File: config.mk
export PLATFORM = sky130hd
export DESIGN_NAME = intv_timer
export DESIGN_NICKNAME = d
export VERILOG_FILES = /design/src/rtl/intv_pkg.sv /design/src/rtl/intv_evsync.sv /design/src/rtl/intv_strobe.sv /design/src/rtl/intv_core.sv /design/src/rtl/intv_timer.sv
export SDC_FILE = /design/constraint.sdc
export NUM_CORES = 1
export LEC_CHECK = 0
export BUFFER_PORTS_ARGS = -buffer_cell sky130_fd_sc_hd__buf_2
export CORE_MARGIN = 3
export CORE_UTILIZATION = 55
export CTS_BUF_LIST = sky130_fd_sc_hd__clkbuf_8
export DETAILED_ROUTE_END_ITERATION = 8
export GPL_TIMING_DRIVEN = 0
export HOLD_SLACK_MARGIN = 0.06
export MAX_ROUTING_LAYER = met4
export PLACE_DENSITY_LB_ADDON = 0.2
export SETUP_SLACK_MARGIN = 0.15
export SLEW_MARGIN = 20
export SYNTH_ARGS = -nofsm -noshare
export SYNTH_HDL_FRONTEND = slang
export SYNTH_SLANG_ARGS = --single-unit
File: constraint.sdc
create_clock -name clk -period 2.6 [get_ports clk]
set_input_delay 0.26 -clock clk [delete_from_list [all_inputs] [get_ports clk]]
set_output_delay 0.26 -clock clk [all_outputs]
set_load 0.01 [all_outputs]
File: src/rtl/intv_pkg.sv
package intv_pkg;

  // Counter phase: waiting for the start strobe, or counting.
  typedef enum logic [0:0] {
    PH_WAIT = 1'b0,
    PH_RUN  = 1'b1
  } phase_t;

endpackage

File: src/rtl/intv_evsync.sv
// Brings the external event line into the clock domain and flags its rising edges.
module intv_evsync #(
  parameter int unsigned STAGES = 2
) (
  input  logic clk,
  input  logic rst_n,
  input  logic evt_in,
  output logic edge_o
);

  logic [STAGES-1:0] sync_q, sync_d;
  logic              prev_q, prev_d;

  generate
    for (genvar i = 0; i < STAGES; i++) begin : g_chain
      if (i == 0) begin : g_first
        assign sync_d[i] = evt_in;
      end else begin : g_next
        assign sync_d[i] = sync_q[i-1];
      end
    end
  endgenerate

  assign prev_d = sync_q[STAGES-1];
  assign edge_o = sync_q[STAGES-1] & ~prev_q;

  always_ff @(posedge clk or negedge rst_n) begin
    if (!rst_n) begin
      sync_q <= '0;
      prev_q <= 1'b0;
    end else begin
      sync_q <= sync_d;
      prev_q <= prev_d;
    end
  end

  // a held level never yields two strobes in a row
  p_edge_single_r8: assert property (@(posedge clk) disable iff (!rst_n)
    edge_o |=> !edge_o);

endmodule

File: src/rtl/intv_strobe.sv
// Count strobe source: one of 2**SEL_W prescaler taps, or the synchronized event edge.
module intv_strobe #(
  parameter int unsigned SEL_W = 3
) (
  input  logic             clk,
  input  logic             rst_n,
  input  logic             run_en,
  input  logic [SEL_W-1:0] sel,
  input  logic             ext_mode,
  input  logic             ext_edge,
  output logic             tick_o
);

  localparam int unsigned NTAP  = 1 << SEL_W;
  localparam int unsigned DIV_W = NTAP - 1;

  logic [DIV_W-1:0] div_q, div_d;
  logic [NTAP-1:0]  tap;

  // Tap k fires when the low k divider bits are all ones.
  generate
    for (genvar k = 0; k < NTAP; k++) begin : g_tap
      if (k == 0) begin : g_full
        assign tap[k] = 1'b1;
      end else begin : g_div
        assign tap[k] = &div_q[k-1:0];
      end
    end
  endgenerate

  always_comb begin
    if (run_en) div_d = div_q + DIV_W'(1);
    else        div_d = '0;
  end

  assign tick_o = run_en & (ext_mode ? ext_edge : tap[sel]);

  always_ff @(posedge clk or negedge rst_n) begin
    if (!rst_n) div_q <= '0;
    else        div_q <= div_d;
  end

  // with a divided tap held steady, strobes never come back to back
  p_tap_gap_r7: assert property (@(posedge clk) disable iff (!rst_n)
    (tick_o && !ext_mode && sel != '0) ##1 ($stable(sel) && !ext_mode && run_en)
      |-> !tick_o);

endmodule

File: src/rtl/intv_core.sv
// Counter, shadow compare buffer, timer output and match pulse.
module intv_core
  import intv_pkg::*;
#(
  parameter int unsigned CNT_W = 16
) (
  input  logic             clk,
  input  logic             rst_n,
  input  logic             run_en,
  input  logic             tick,
  input  logic [CNT_W-1:0] cmp_val,
  output logic [CNT_W-1:0] cnt_o,
  output logic             out_o,
  output logic             irq_o
);

  phase_t           ph_q, ph_d;
  logic [CNT_W-1:0] cnt_q, cnt_d;
  logic [CNT_W-1:0] buf_q, buf_d;
  logic             out_q, out_d;
  logic             irq_q, irq_d;
  logic             hit;

  assign hit = (cnt_q == buf_q);

  always_comb begin
    ph_d  = ph_q;
    cnt_d = cnt_q;
    buf_d = buf_q;
    out_d = out_q;
    irq_d = 1'b0;
    if (!run_en) begin
      ph_d  = PH_WAIT;
      cnt_d = '1;
      out_d = 1'b0;
    end else if (tick) begin
      if (ph_q == PH_WAIT) begin
        ph_d  = PH_RUN;
        cnt_d = '0;
        buf_d = cmp_val;
        out_d = ~out_q;
      end else if (hit) begin
        cnt_d = '0;
        buf_d = cmp_val;
        out_d = ~out_q;
        irq_d = 1'b1;
      end else begin
        cnt_d = cnt_q + CNT_W'(1);
      end
    end
  end

  always_ff @(posedge clk or negedge rst_n) begin
    if (!rst_n) begin
      ph_q  <= PH_WAIT;
      cnt_q <= '1;
      buf_q <= '0;
      out_q <= 1'b0;
      irq_q <= 1'b0;
    end else begin
      ph_q  <= ph_d;
      cnt_q <= cnt_d;
      buf_q <= buf_d;
      out_q <= out_d;
      irq_q <= irq_d;
    end
  end

  assign cnt_o = cnt_q;
  assign out_o = out_q;
  assign irq_o = irq_q;

  // a stop sampled at an edge leaves the idle state behind it
  p_stop_idle_r1: assert property (@(posedge clk) disable iff (!rst_n)
    !run_en |=> (cnt_q == '1 && !out_q && !irq_q));

  // the start strobe lands on zero with the output raised
  p_start_r2: assert property (@(posedge clk) disable iff (!rst_n)
    (run_en && tick && ph_q == PH_WAIT) |=> (cnt_q == '0 && out_q));

  // no strobe, no movement
  p_hold_r3: assert property (@(posedge clk) disable iff (!rst_n)
    (run_en && !tick) |=> ($stable(cnt_q) && $stable(out_q)));

  // a match pulse comes with a cleared count
  p_irq_clear_r4: assert property (@(posedge clk) disable iff (!rst_n)
    irq_q |-> cnt_q == '0);

  // a match pulse comes with a toggled output
  p_irq_toggle_r4: assert property (@(posedge clk) disable iff (!rst_n)
    irq_q |-> out_q != $past(out_q));

endmodule

File: src/rtl/intv_timer.sv
// Interval timer top: event synchronizer, strobe source and counter core.
module intv_timer #(
  parameter int unsigned CNT_W       = 16,
  parameter int unsigned SEL_W       = 3,
  parameter int unsigned SYNC_STAGES = 2
) (
  input  logic             clk,
  input  logic             rst_n,
  input  logic             run_en,
  input  logic [SEL_W-1:0] clk_sel,
  input  logic             evt_mode,
  input  logic             evt_in,
  input  logic [CNT_W-1:0] cmp_val,
  output logic             tmr_out,
  output logic             match_irq,
  output logic [CNT_W-1:0] count
);

  logic ev_edge;
  logic tick;

  intv_evsync #(.STAGES(SYNC_STAGES)) u_sync (
    .clk    (clk),
    .rst_n  (rst_n),
    .evt_in (evt_in),
    .edge_o (ev_edge)
  );

  intv_strobe #(.SEL_W(SEL_W)) u_strobe (
    .clk      (clk),
    .rst_n    (rst_n),
    .run_en   (run_en),
    .sel      (clk_sel),
    .ext_mode (evt_mode),
    .ext_edge (ev_edge),
    .tick_o   (tick)
  );

  intv_core #(.CNT_W(CNT_W)) u_core (
    .clk     (clk),
    .rst_n   (rst_n),
    .run_en  (run_en),
    .tick    (tick),
    .cmp_val (cmp_val),
    .cnt_o   (count),
    .out_o   (tmr_out),
    .irq_o   (match_irq)
  );

endmodule

==> metrics.cfg <==
[timing]
hold_slack_ns=0.0743
final_hold_viol_count=0
min_period_ns=2.37
report.final.slew_viol_count=0
worstMarginPinSlew_ns=0.615
worst_slack_ns=0.229
setup_tns_ns=0
timing.slew.headroom_pct=59.0
rsz0062_at_grt=false
period_share_pct=91.2
setup_viol=0
finClkSkew_ns=0.00823
max_freq_ghz=0.422

[critical_path]
endpoint_kind=flop
cp_max_fo=10
cp_slowest_cell=dfrtp_2
cp.arrival_ns=2.55
cpPeakStageDelay_ns=0.45
critical_path.cell_chain=ha_4, and3_4, ha_1, mux2_4, o221ai_2, and3_4, buf_12, nor3_4, buf_12, mux2_4
crit_type=flop to flop
ff2ff_setup_slack_ns=0.23
cp-start-kind=flop
cp.required_ns=2.78

[power_and_ir_drop]
p_per_area_nw_per_um2=659
leakagePower_nw=1.32
ir_drop_mv=0.450

[placement]
gp_congestion=0.889
dpl_cell_area_sq_um=2660
hpwl_um=3680
dp_cells=312
io_buffers=41
place_ws_ns=-0.0176

[cts]
htreeDepth=2
clock_latency_ns=0.29
numCtsBuffers=5
clkTransAtPathRegs_ns=0.08
clock_path_buffers=2
clock_sinks=45
cts_tree=done
root_buffer=clkbuf_8

[global_routing]
overflow=0
grt_pass1_wl_um=8460
antenna_found_initial=0
grt_pass1_vias=1769
grt_max_degree=46
track_usage_pct=21.7

[synthesis]
ys.flop_type=dfrtp_1
synthCells=221
synth_cell_types=40
yosysWarnings=0
synth-seq-area-share_pct=47.9
synth_edf_count=0
syn_area_sq_um=2390
ys_ff_latch=45
avgSynthCellArea_sq_um=10.8
async_reset_ff_share_pct=100
syn-num-nets=249

[layout]
fin_nets=303
layout_common_cells=41 x buf_2, 28 x dfrtp_1, 19 x inv_1
fin_area_sq_um=2920
diodes=0
syn2layout_area_growth_pct=21.9
stdcell_count=326
final_common_cell=buf_2
drive_gt1_share_pct=37.0

[die]
io-pin-count=42
core_area_sq_um=4090
initial_utilization_pct=58.5
die_h_um=72.0
dieArea_sq_um=5180
fp.dieW_um=72.0
rows=23

[detailed_routing]
wl_per_cell_um=15.6
firstDrtPassIters=4
wirelength_um=5090
vias=1912
final_antenna_net_count=0
routed_via_density=5.87
first_iter_violations=180
drc=0

[flow_run]
cap_violations=0

[min_path]
worstHoldPathType=primary input to flop

[run_status]
outcome=completed

## sequential cells by signal, summed over array words and instances, names as in the netlist
| signal | flops |
|---|---|
| u_strobe.div_q | 7 |
| u_core.irq_o | 1 |
| u_sync.sync_q | 2 |
| u_core.ph_q | 1 |
| u_core.buf_q | 16 |
| u_core.out_o | 1 |
| u_core.cnt_o | 16 |
| u_sync.prev_q | 1 |
## area by class of cell
type / count / area [sq um]
Timing Repair Buffer: 47 / 289
Tap cell: 50 / 62.6
Clock inverter: 2 / 33.8
Clock buffer: 6 / 82.6
Inverter: 18 / 67.6
Sequential cell: 45 / 1150
Multi-Input combinational cell: 147 / 1140
Fill cell: 307 / 1170
Buffer: 11 / 91.3
## layer usage
metal	vias up	global-route usage [%]	part of all wire, %
met5	-	-	0
met4	0	8.14	2.2
met3	13	4.02	7.3
met2	80	31.9	47
met1	911	30.1	44
li1	908	-	-
## kinds of logic (layout without fill, tap and decap cells)
kind of cell	count (synthesis)	in the layout	share of synthesized area [%]
AOI/OAI and AO/OA	44	44	12.4
xor gates and xnor gates	17	17	6.22
adders and majority gates	4	4	2.09
buffers and inverters	29	84	6.01
DFF	45	45	47.9
muxes	18	18	9.99
and+or+nand+nor	64	64	15.3
## cells in the mapped netlist (4+ instances only)
library cell	count	area (sq um)
dfrtp_1	29	726
a21oi_1	18	90.1
inv_1	18	67.6
dfstp_2	16	420
xnor2_1	16	140
o221ai_1	13	114
nand2_1	12	45.0
nand3_1	11	55.1
mux2_4	10	150
nand4_1	10	62.6
mux2_2	7	78.8
o21ai_0	6	30.0
nor2_1	5	18.8
ha_1	4	50.1
nand2b_1	4	25.0
or3_1	4	25.0
## metrics by stage
stage,utilization [%],power [mW]
after floorplan,-,1.23
after global placement,65.1,1.35
after detailed placement,65.1,1.37
after CTS,69.2,1.92
after global routing,71.3,2.03
final,71.3,1.92
## critical path: cells and delay by family (launching register included)
| kind | cells | cell delay (ns) |
|---|---|---|
| mux | 2 | 0.55 |
| simple gates | 3 | 0.48 |
| flops | 1 | 0.45 |
| fa+ha+maj | 2 | 0.35 |
| buf+inv | 2 | 0.26 |
| compound gates | 1 | 0.17 |
## repair_timing
action,CTS,global route
gates cloned,0,0
hold buffers,0,1
endpoints found under the setup margin,19,28
gates resized for setup,5,10
buffers inserted,3,1
pin swaps,3,4
hold endpoints to repair,0,12
## power by group
group	leakage [nW]	internal (mW)	switching [mW]	total [mW]
sequential	0.528	0.820	0.0981	0.918
clock	0.0626	0.310	0.232	0.542
combinational	0.730	0.257	0.204	0.461
total	1.32	1.39	0.535	1.92
## worst paths after layout
path | startpoint | end | cells past startpoint
setup / recovery | u_strobe.div_q[0]$_DFF_PN0_ | u_core.buf_q[5]$_DFFE_PN0P_ | 10
hold / removal | evt_in | u_sync.sync_q[0]$_DFF_PN0_ | 1
setup reg to reg | u_strobe.div_q[0]$_DFF_PN0_ | u_core.buf_q[5]$_DFFE_PN0P_ | 10
hold reg to reg | u_sync.sync_q[0]$_DFF_PN0_ | u_sync.sync_q[1]$_DFF_PN0_ | 0
max in group asynchronous | rst_n | u_core.cnt_o[0]$_DFFE_PN1P_ | 3
min in group asynchronous | rst_n | u_core.out_o$_DFFE_PN0P_ | 2
(Power assumes the default switching activity.)
